## src/rtl/irqc_pkg.sv

```systemverilog
// Package: shared sizes, register offsets and vector constants for the
// interrupt controller. Assumes 64 sources split into two 32-bit words.
package irqc_pkg;
    localparam int SRC_N   = 64;
    localparam int IDX_W   = $clog2(SRC_N);
    localparam int LVL_W   = 8;
    localparam int DATA_W  = 32;
    localparam int ADDR_W  = 8;
    localparam int VEC_W   = 8;
    localparam int HALF_N  = SRC_N / 2;

    localparam logic [VEC_W-1:0] VEC_BASE = 8'd64;
    localparam logic [VEC_W-1:0] VEC_IDLE = 8'd24;

    localparam logic [ADDR_W-1:0] OFS_PEND_HI = 8'h00;
    localparam logic [ADDR_W-1:0] OFS_PEND_LO = 8'h04;
    localparam logic [ADDR_W-1:0] OFS_MASK_HI = 8'h08;
    localparam logic [ADDR_W-1:0] OFS_MASK_LO = 8'h0C;
    localparam logic [ADDR_W-1:0] OFS_FRC_HI  = 8'h10;
    localparam logic [ADDR_W-1:0] OFS_FRC_LO  = 8'h14;
    localparam logic [ADDR_W-1:0] OFS_MSET    = 8'h1C;
    localparam logic [ADDR_W-1:0] OFS_MCLR    = 8'h1D;
    localparam logic [ADDR_W-1:0] OFS_SWACK   = 8'hE0;
    localparam logic [1:0]        LVL_PAGE    = 2'b01;
endpackage

```

## src/rtl/irqc_regs.sv

```systemverilog
// Register file: pending, mask, force and per-source level registers plus
// the read multiplexer. Assumes single-cycle writes and combinational reads.
module irqc_regs
    import irqc_pkg::*;
(
    input  logic                    clk,
    input  logic                    rst_n,
    input  logic [SRC_N-1:0]        irq_in,
    input  logic                    wr_en,
    input  logic [ADDR_W-1:0]       addr,
    input  logic [DATA_W-1:0]       wdata,
    input  logic [VEC_W-1:0]        vec_cur,
    output logic [DATA_W-1:0]       rdata,
    output logic [SRC_N-1:0]        pend_q,
    output logic [SRC_N-1:0]        mask_q,
    output logic [SRC_N-1:0]        force_q,
    output logic [SRC_N*LVL_W-1:0]  lvl_flat
);
    logic [LVL_W-1:0] lvl_q [SRC_N];
    logic             lvl_hit;

    assign lvl_hit = (addr[ADDR_W-1:ADDR_W-2] == LVL_PAGE);

    // Pending bits sample the interrupt lines every cycle.
    always_ff @(posedge clk) begin
        if (!rst_n) pend_q <= '0;
        else        pend_q <= irq_in;
    end

    // Mask register: word writes plus single-bit set and clear.
    always_ff @(posedge clk) begin
        if (!rst_n) begin
            mask_q <= '1;
        end else if (wr_en) begin
            case (addr)
                OFS_MASK_HI: mask_q[SRC_N-1:HALF_N] <= wdata;
                OFS_MASK_LO: mask_q[HALF_N-1:0]     <= wdata;
                OFS_MSET:    mask_q[wdata[IDX_W-1:0]] <= 1'b1;
                OFS_MCLR:    mask_q[wdata[IDX_W-1:0]] <= 1'b0;
                default: ;
            endcase
        end
    end

    // Force register: written as two words.
    always_ff @(posedge clk) begin
        if (!rst_n) begin
            force_q <= '0;
        end else if (wr_en) begin
            if (addr == OFS_FRC_HI) force_q[SRC_N-1:HALF_N] <= wdata;
            if (addr == OFS_FRC_LO) force_q[HALF_N-1:0]     <= wdata;
        end
    end

    // Level registers: one byte per source in the level page.
    always_ff @(posedge clk) begin
        if (!rst_n) begin
            for (int i = 0; i < SRC_N; i++) lvl_q[i] <= '0;
        end else if (wr_en && lvl_hit) begin
            lvl_q[addr[IDX_W-1:0]] <= wdata[LVL_W-1:0];
        end
    end

    // Flatten the level array for the arbiter.
    genvar g;
    generate
        for (g = 0; g < SRC_N; g++) begin : g_flat
            assign lvl_flat[g*LVL_W +: LVL_W] = lvl_q[g];
        end
    endgenerate

    // Read multiplexer; unmapped offsets read zero.
    always_comb begin
        rdata = '0;
        if (lvl_hit) begin
            rdata = DATA_W'(lvl_q[addr[IDX_W-1:0]]);
        end else begin
            case (addr)
                OFS_PEND_HI: rdata = pend_q[SRC_N-1:HALF_N];
                OFS_PEND_LO: rdata = pend_q[HALF_N-1:0];
                OFS_MASK_HI: rdata = mask_q[SRC_N-1:HALF_N];
                OFS_MASK_LO: rdata = mask_q[HALF_N-1:0];
                OFS_FRC_HI:  rdata = force_q[SRC_N-1:HALF_N];
                OFS_FRC_LO:  rdata = force_q[HALF_N-1:0];
                OFS_SWACK:   rdata = DATA_W'(vec_cur);
                default:     rdata = '0;
            endcase
        end
    end
endmodule

```

## src/rtl/irqc_arbiter.sv

```systemverilog
// Priority arbiter: a balanced binary compare tree over N sources.
// Assumes N is a power of two. On equal levels the right (higher-numbered)
// child wins, giving the tie to the higher source.
module irqc_arbiter #(
    parameter int N  = 64,
    parameter int LW = 8,
    localparam int IW    = $clog2(N),
    localparam int NODES = 2*N - 1
) (
    input  logic [N-1:0]    active,
    input  logic [N*LW-1:0] lvl_flat,
    output logic            found,
    output logic [IW-1:0]   win_idx,
    output logic [LW-1:0]   win_lvl
);
    logic          n_vld [NODES];
    logic [LW-1:0] n_lvl [NODES];
    logic [IW-1:0] n_idx [NODES];

    genvar i, k;
    generate
        // Leaves: one per source, heap positions N-1 .. 2N-2.
        for (i = 0; i < N; i++) begin : g_leaf
            assign n_vld[N-1+i] = active[i];
            assign n_lvl[N-1+i] = lvl_flat[i*LW +: LW];
            assign n_idx[N-1+i] = IW'(i);
        end
        // Inner nodes: keep the better of the two children.
        for (k = 0; k < N-1; k++) begin : g_node
            logic pick_r;
            assign pick_r = n_vld[2*k+2] &&
                            (!n_vld[2*k+1] || (n_lvl[2*k+2] >= n_lvl[2*k+1]));
            assign n_vld[k] = n_vld[2*k+1] || n_vld[2*k+2];
            assign n_lvl[k] = pick_r ? n_lvl[2*k+2] : n_lvl[2*k+1];
            assign n_idx[k] = pick_r ? n_idx[2*k+2] : n_idx[2*k+1];
        end
    endgenerate

    assign found   = n_vld[0];
    assign win_idx = n_idx[0];
    assign win_lvl = n_lvl[0];
endmodule

```

## src/rtl/irqc_top.sv

```systemverilog
// Interrupt controller top: forms the eligibility vector, runs the
// arbiter and registers the level and vector toward the processor.
// Assumes a source is enabled exactly when its level register is nonzero.
module irqc_top
    import irqc_pkg::*;
(
    input  logic              clk,
    input  logic              rst_n,
    input  logic [63:0]       irq_in,
    input  logic              bus_wr,
    input  logic [7:0]        bus_addr,
    input  logic [31:0]       bus_wdata,
    output logic [31:0]       bus_rdata,
    output logic [7:0]        irq_level,
    output logic [7:0]        irq_vector
);
    logic [SRC_N-1:0]       pend_q, mask_q, force_q, enab, active;
    logic [SRC_N*LVL_W-1:0] lvl_flat;
    logic                   found;
    logic [IDX_W-1:0]       win_idx;
    logic [LVL_W-1:0]       win_lvl;

    irqc_regs u_regs (
        .clk      (clk),
        .rst_n    (rst_n),
        .irq_in   (irq_in),
        .wr_en    (bus_wr),
        .addr     (bus_addr),
        .wdata    (bus_wdata),
        .vec_cur  (irq_vector),
        .rdata    (bus_rdata),
        .pend_q   (pend_q),
        .mask_q   (mask_q),
        .force_q  (force_q),
        .lvl_flat (lvl_flat)
    );

    // Enable bit per source: set by any nonzero level.
    genvar g;
    generate
        for (g = 0; g < SRC_N; g++) begin : g_en
            assign enab[g] = |lvl_flat[g*LVL_W +: LVL_W];
        end
    endgenerate

    // Eligibility: pending or forced, enabled, and unmasked.
    assign active = (pend_q | force_q) & enab & ~mask_q;

    irqc_arbiter #(.N(SRC_N), .LW(LVL_W)) u_arb (
        .active   (active),
        .lvl_flat (lvl_flat),
        .found    (found),
        .win_idx  (win_idx),
        .win_lvl  (win_lvl)
    );

    // Output registers: the winner's level and vector, or the idle pair.
    always_ff @(posedge clk) begin
        if (!rst_n) begin
            irq_level  <= '0;
            irq_vector <= VEC_IDLE;
        end else if (found) begin
            irq_level  <= win_lvl;
            irq_vector <= VEC_BASE + VEC_W'(win_idx);
        end else begin
            irq_level  <= '0;
            irq_vector <= VEC_IDLE;
        end
    end
endmodule

```

## config.mk

```make
export PLATFORM = sky130hd
export DESIGN_NAME = irqc_top
export DESIGN_NICKNAME = d
export VERILOG_FILES = /design/src/rtl/irqc_pkg.sv /design/src/rtl/irqc_regs.sv /design/src/rtl/irqc_arbiter.sv /design/src/rtl/irqc_top.sv
export SDC_FILE = /design/constraint.sdc
export NUM_CORES = 2
export LEC_CHECK = 0
export BUFFER_PORTS_ARGS = -buffer_cell sky130_fd_sc_hd__buf_4
export CAP_MARGIN = 20
export CORE_UTILIZATION = 49
export DETAILED_ROUTE_END_ITERATION = 12
export PLACE_DENSITY = 0.65
export SKIP_LAST_GASP = 1
export SLEW_MARGIN = 0
export SYNTH_ARGS = -nofsm -noshare
export SYNTH_HDL_FRONTEND = slang
export SYNTH_SLANG_ARGS = --single-unit
export TNS_END_PERCENT = 20
```

## constraint.sdc

```tcl
create_clock -name clk -period 19.2 [get_ports clk]
set_clock_uncertainty 0.2 [all_clocks]
set_input_delay 3.84 -clock clk [delete_from_list [all_inputs] [get_ports clk]]
set_output_delay 3.84 -clock clk [all_outputs]
set_load 0.05 [all_outputs]
```

### Yosys cells after proc, flatten, opt, wreduce, memory -nomap -nowiden

Memories as Yosys holds them, arrays and structs flattened.
Index checks and enable logic that the tools add are counted.

| storage, ports and cells | value |
|---|---|
| output and inout bits | 48 |
| logic and storage cells | 556 |
| register bits after elaboration | 208 |
| bits in writable memories | 512 |
| bits of input ports | 107 |
| memories | 1 |

Memories:

| name | words | width | rd ports | clocked after Yosys merged registers in | write ports | line | text |
|---|---|---|---|---|---|---|---|
| u_regs.lvl_q | 64 | 8 | 65 | 0 | 64 | irqc_regs.sv:19 | `logic [LVL_W-1:0] lvl_q [SRC_N];` |

| cells by class | value |
|---|---|
| order comparisons | 65 |
| bitwise logic cells | 7 |
| reduce and logical (&&, ||, !) cells | 327 |
| equality and inequality tests | 9 |
| muxes and demuxes | 139 |
| add/subtract/negate cells | 1 |

Operators by type and width:

| operator | count |
|---|---|
| $reduce_or A8 Y1 | 65 |
| $mux W8 | 64 |
| $ge A8 B8 Y1 | 63 |
| $pmux W32 S7 | 1 |
| $and A64 B64 Y64 | 3 |
| $pmux W32 S3 | 2 |
| $not A64 Y64 | 2 |
| $or A64 B64 Y64 | 2 |
| $logic_or A1 B1 Y1 | 126 |
| $logic_and A1 B1 Y1 | 65 |
| $logic_not A1 Y1 | 63 |
| $mux W1 | 38 |
| $eq A8 B5 Y1 const B | 4 |
| $mux W2 | 16 |
| $mux W32 | 1 |
| $mux W3 | 8 |
| $eq A8 B4 Y1 const B | 2 |
| $mux W4 | 4 |
| $mux W6 | 2 |
| $mux W5 | 2 |
| $reduce_and A2 Y1 | 5 |
| $add A7 B6 Y8 const A | 1 |
| $eq A8 B3 Y1 const B | 1 |
| $eq A8 B8 Y1 const B | 1 |
| other kinds (6) | 7 |

### Longest topological paths before layout

An unclocked memory read counts as a cell.

| depth | value |
|---|---|
| word-level depth | 29 |
| mapped depth | 63 |
| depth with buffers taken out | 58 |

### Hierarchy

From an unflattened synthesis, not the netlist that was laid out.

| second synthesis, totals | value |
|---|---|
| cells, all modules | 5,945 |
| area, all modules | 54,603.6 um^2 |

Modules (own cells, without submodules):

| module | cells an instance | area each (um^2) | instances | sequential area each (um^2) |
|---|---|---|---|---|
| irqc_regs | 2,960 | 33,201.8 | 1 | 19,218.4 |
| irqc_arbiter | 2,695 | 19,462.4 | 1 | 0.0 |
| irqc_top | 290 | 1,939.4 | 1 | 300.3 |

### Least setup slack after synthesis

OpenSTA, ideal clock, no wires.

| timing path | value |
|---|---|
| path type | register to register |
| from | memory u_regs.lvl_q[26][0] |
| to | register irq_vector[0] |
| required time | 18.878 ns |
| stages on the path, launching flop included | 56 |
| buffers on the path | 5 |
| period minus slack after synthesis | 12.291 ns |
| slack | 6.909 ns |
| arrival time | 11.969 ns |
| setup time | 0.122 ns |
| cells stage by stage | edfxtp_1 -> ha_1 -> nand2b_1 -> a2111oi_0 -> o2111a_1 -> nand2b_1 -> clkbuf_1 -> mux2i_1 -> inv_1 -> ha_1 -> and4_1 -> nand2_1 -> nor2_1 -> nand3_1 -> a41oi_2 -> mux2i_1 -> inv_1 -> ha_1 -> [... 20 more ...] -> o31ai_1 -> clkbuf_1 -> nor2b_1 -> nand2_1 -> mux2i_1 -> nand3b_1 -> ha_1 -> nand2b_1 -> a21o_1 -> a21oi_1 -> o21ai_0 -> o31a_1 -> o32ai_1 -> nor2_1 -> nand3_1 -> o22ai_1 -> a211o_1 -> a311o_1 |

RTL lines:

| element | line | text |
|---|---|---|
| start, declared | irqc_regs.sv:19 |  |
| end signal, assigned | irqc_top.sv:64 | `irq_vector <= VEC_BASE + VEC_W'(win_idx);` |
| end, declared | irqc_top.sv:15 | `output logic [7:0] irq_vector` |

==> reports/metrics.cfg <==
[status]
status = finished, final reports clean

[critical_path]
reg2reg_depth = 53
critPathLaunchType = flop
crit_path_end = irq_level[3]$_SDFF_PN0_
critPathKind = reg -> reg
startpoint = u_regs.lvl_q[41][0]$_SDFFCE_PN0P_
reg2reg_setup_slack_ns = 3.99
critPathSlowestCell = o21ai_0
critPathRequiredTime_ns = 19.57
critPathMostFrequentCell = a21oi_1
crit-reg2reg-launch = u_regs.lvl_q[41][0]$_SDFFCE_PN0P_
r2r_end = irq_level[3]$_SDFF_PN0_
path_max_fanout = 18
end_kind = flop
worst-endpoint-arrival_ns = 15.58
max_stage_delay_ns = 0.81

[timing]
slew_headroom_pct = 13.3
fmax_ghz = 0.0658
fin_tns_setup_ns = 0
slew_violations = 0
fin_crit_ns = 15.21
worst_pin_slew_ns = 1.29
fin_crit_sh_pct = 79.2
rsz0062_at_grt = no
hold_violations = 0
setup_viol = 0

[pwr]
power_switching_uw = 1200
switching_share_pct = 29.1
p_clk_share_pct = 41.1
combPwrFrac_pct = 14.1
peakVddDrop_uv = 79.6
p_int_uw = 2920
seq_power_share_pct = 44.7
power_leakage_uw = 0.0242
p_per_area_nw_per_um2 = 70.8

[logic_synthesis]
ys.flop_type = edfxtp_1
ys_warn_count = 0
syn-cell-area_um2 = 52700
synth_edf_count = 512
ys_seq_area_share_pct = 37.0
ys_types = 101
postSynthAreaPerCell_um2 = 9.25
synth_seq_cells = 719
synthTopCellsByArea = edfxtp_1 (29%), ha_1 (12%), dfxtp_1 (7.9%), and2_1 (7.2%), mux2i_1 (5.9%)
syn_nets = 6305
yosys.area.top_type_share_pct = 29.2
synthCells = 5697
async_flop_share_pct = 0
synth_top_area_cell = edfxtp_1

[routing]
ant_nets = 0
drc_errors = 0
detail_route.wl_per_cell_um = 32.9
drt_iter0_drc = 7659
vias_per_cell = 6.78
first_pass_iters = 7
wl_um = 237000
vias = 48700

[global_route]
grt_pass1_vias = 44500
grt_overflow = 0
track_usage_pct = 42.4
grt_pass1_wl_um = 329000
grt_max_degree = 67
antenna_found_initial = 18

[clock_network]
cts.sinks = 719
cts_buffer_depth = 3
postCtsResizedCells = 0
post-cts-setup-buffer-count = 0
insertion_delay_ns = 0.70
path_clk_slew_ns = 0.07
cts_hold_buffers = 0
cts_tree = built
root_buffer = clkbuf_16
cts_htree_levels = 3
cts_buffers = 83

[final_layout]
layout_commonest_cell = and2_1
final_cell_mix = and2_1 (602), edfxtp_1 (512), ha_1 (501)
fin_cells = 7192
final_nets = 6335
syn2layout_area_growth_pct = 10.5
drive_above_1_share_pct = 9.64

[floorplanning]
ios = 155
die_area_um2 = 109000
die_h_um = 330
die_x_um = 330
placeableCoreArea_um2 = 106000
initial_core_util_pct = 49.7
placementRows = 119

[run]
maxCapViolations = 0

[placed_design]
dp_cells = 7000
gp_congestion = 1.07
dp_hpwl_um = 178000
io_buffers = 153

[worst_hold_path]
hold_start = u_regs.force_q[14]$_SDFFE_PN0P_
hold_path.class = reg -> reg

## logic make-up after synthesis
logic type                 count (synthesis)  share of synthesized area, %
muxes                                    384                          7.47
adders and majority gates                502                          11.9
DFF                                      719                          37.0
AOI/OAI and AO/OA                       1615                          20.5
other                                      1                       0.00711
and+or+nand+nor                         1709                          17.5
buffers and inverters                    767                          5.52
## flip-flops by register name (all words and copies together), names as in the netlist
name / flops
irq_level: 8
irq_vector: 7
u_regs.force_q: 64
u_regs.lvl_q: 512
u_regs.mask_q: 64
u_regs.pend_q: 64
## worst min path at each step
stage / to / slack (ns) / depth (start not counted)
finish: u_regs.force_q[14]$_SDFFE_PN0P_ / 0.27 / 2
global route: u_regs.force_q[58]$_SDFFE_PN0P_ / 0.30 / 2
CTS: u_regs.force_q[14]$_SDFFE_PN0P_ / 0.27 / 2
detailed placement: u_regs.force_q[11]$_SDFFE_PN0P_ / 0.26 / 2
global placement: u_regs.force_q[7]$_SDFFE_PN0P_ / 0.26 / 2
floorplan: u_regs.force_q[4]$_SDFFE_PN0P_ / 0.25 / 2
## final cells by class
| type | instances | area [um2] |
|---|---|---|
| Antenna cell | 4 | 10.0 |
| Inverter | 441 | 1660 |
| Timing Repair Buffer | 271 | 1970 |
| Sequential cell | 719 | 19500 |
| Fill cell | 9559 | 47800 |
| Multi-Input combinational cell | 4211 | 30500 |
| Clock inverter | 43 | 588 |
| Tap cell | 1391 | 1740 |
| Clock buffer | 112 | 2270 |
## metrics by stage
step	area, um2	worst slack, ns	utilization (%)	power (uW)	hold WS, ns
after floorplan	52700	6.91	-	2160	0.249
after global placement	55200	3.93	52.0	2420	0.257
after detailed placement	55200	4.36	52.1	2430	0.263
after CTS	58100	4.31	54.8	4100	0.272
after global routing	58200	3.36	54.9	4220	0.299
final	58300	3.99	54.9	4120	0.271
## synth_stat cells, types with 68 or more instances
cell / instances
nand2_1: 292
inv_1: 439
nand3_1: 69
edfxtp_1: 512
dfxtp_1: 207
nor4_1: 146
ha_1: 501
clkbuf_1: 285
mux2i_1: 313
mux2_2: 69
a211oi_1: 111
nor2_1: 307
a21oi_1: 280
and2_1: 604
o21ai_0: 420
a22oi_1: 272
a21o_1: 68
## power groups by stage
stage / sequential (uW) / combinational, uW / clock [uW]
detailed placement: 1870 / 558 / 0
floorplan: 1810 / 345 / 0
CTS: 1840 / 561 / 1700
finish: 1840 / 583 / 1700
global route: 1840 / 627 / 1750
global placement: 1870 / 551 / 0
## per-layer routing
metal / track usage, % / part of all wire, % / wire length, um
met1: 56.6 / 39 / 91600
met3: 10.5 / 12 / 29500
met5: 0 / 0.042 / 99
met2: 62.4 / 42 / 98900
met4: 24.6 / 7.0 / 16500
## worst max-delay path, delay by kind of cell (launching register included)
family          cells  cell delay [ns]
flops               1             0.47
buf+inv             3             0.88
mux                 1             0.32
fa+ha+maj           6             1.81
simple gates       11             2.65
compound gates     32             8.70
Power figures use the tool's default switching activity.
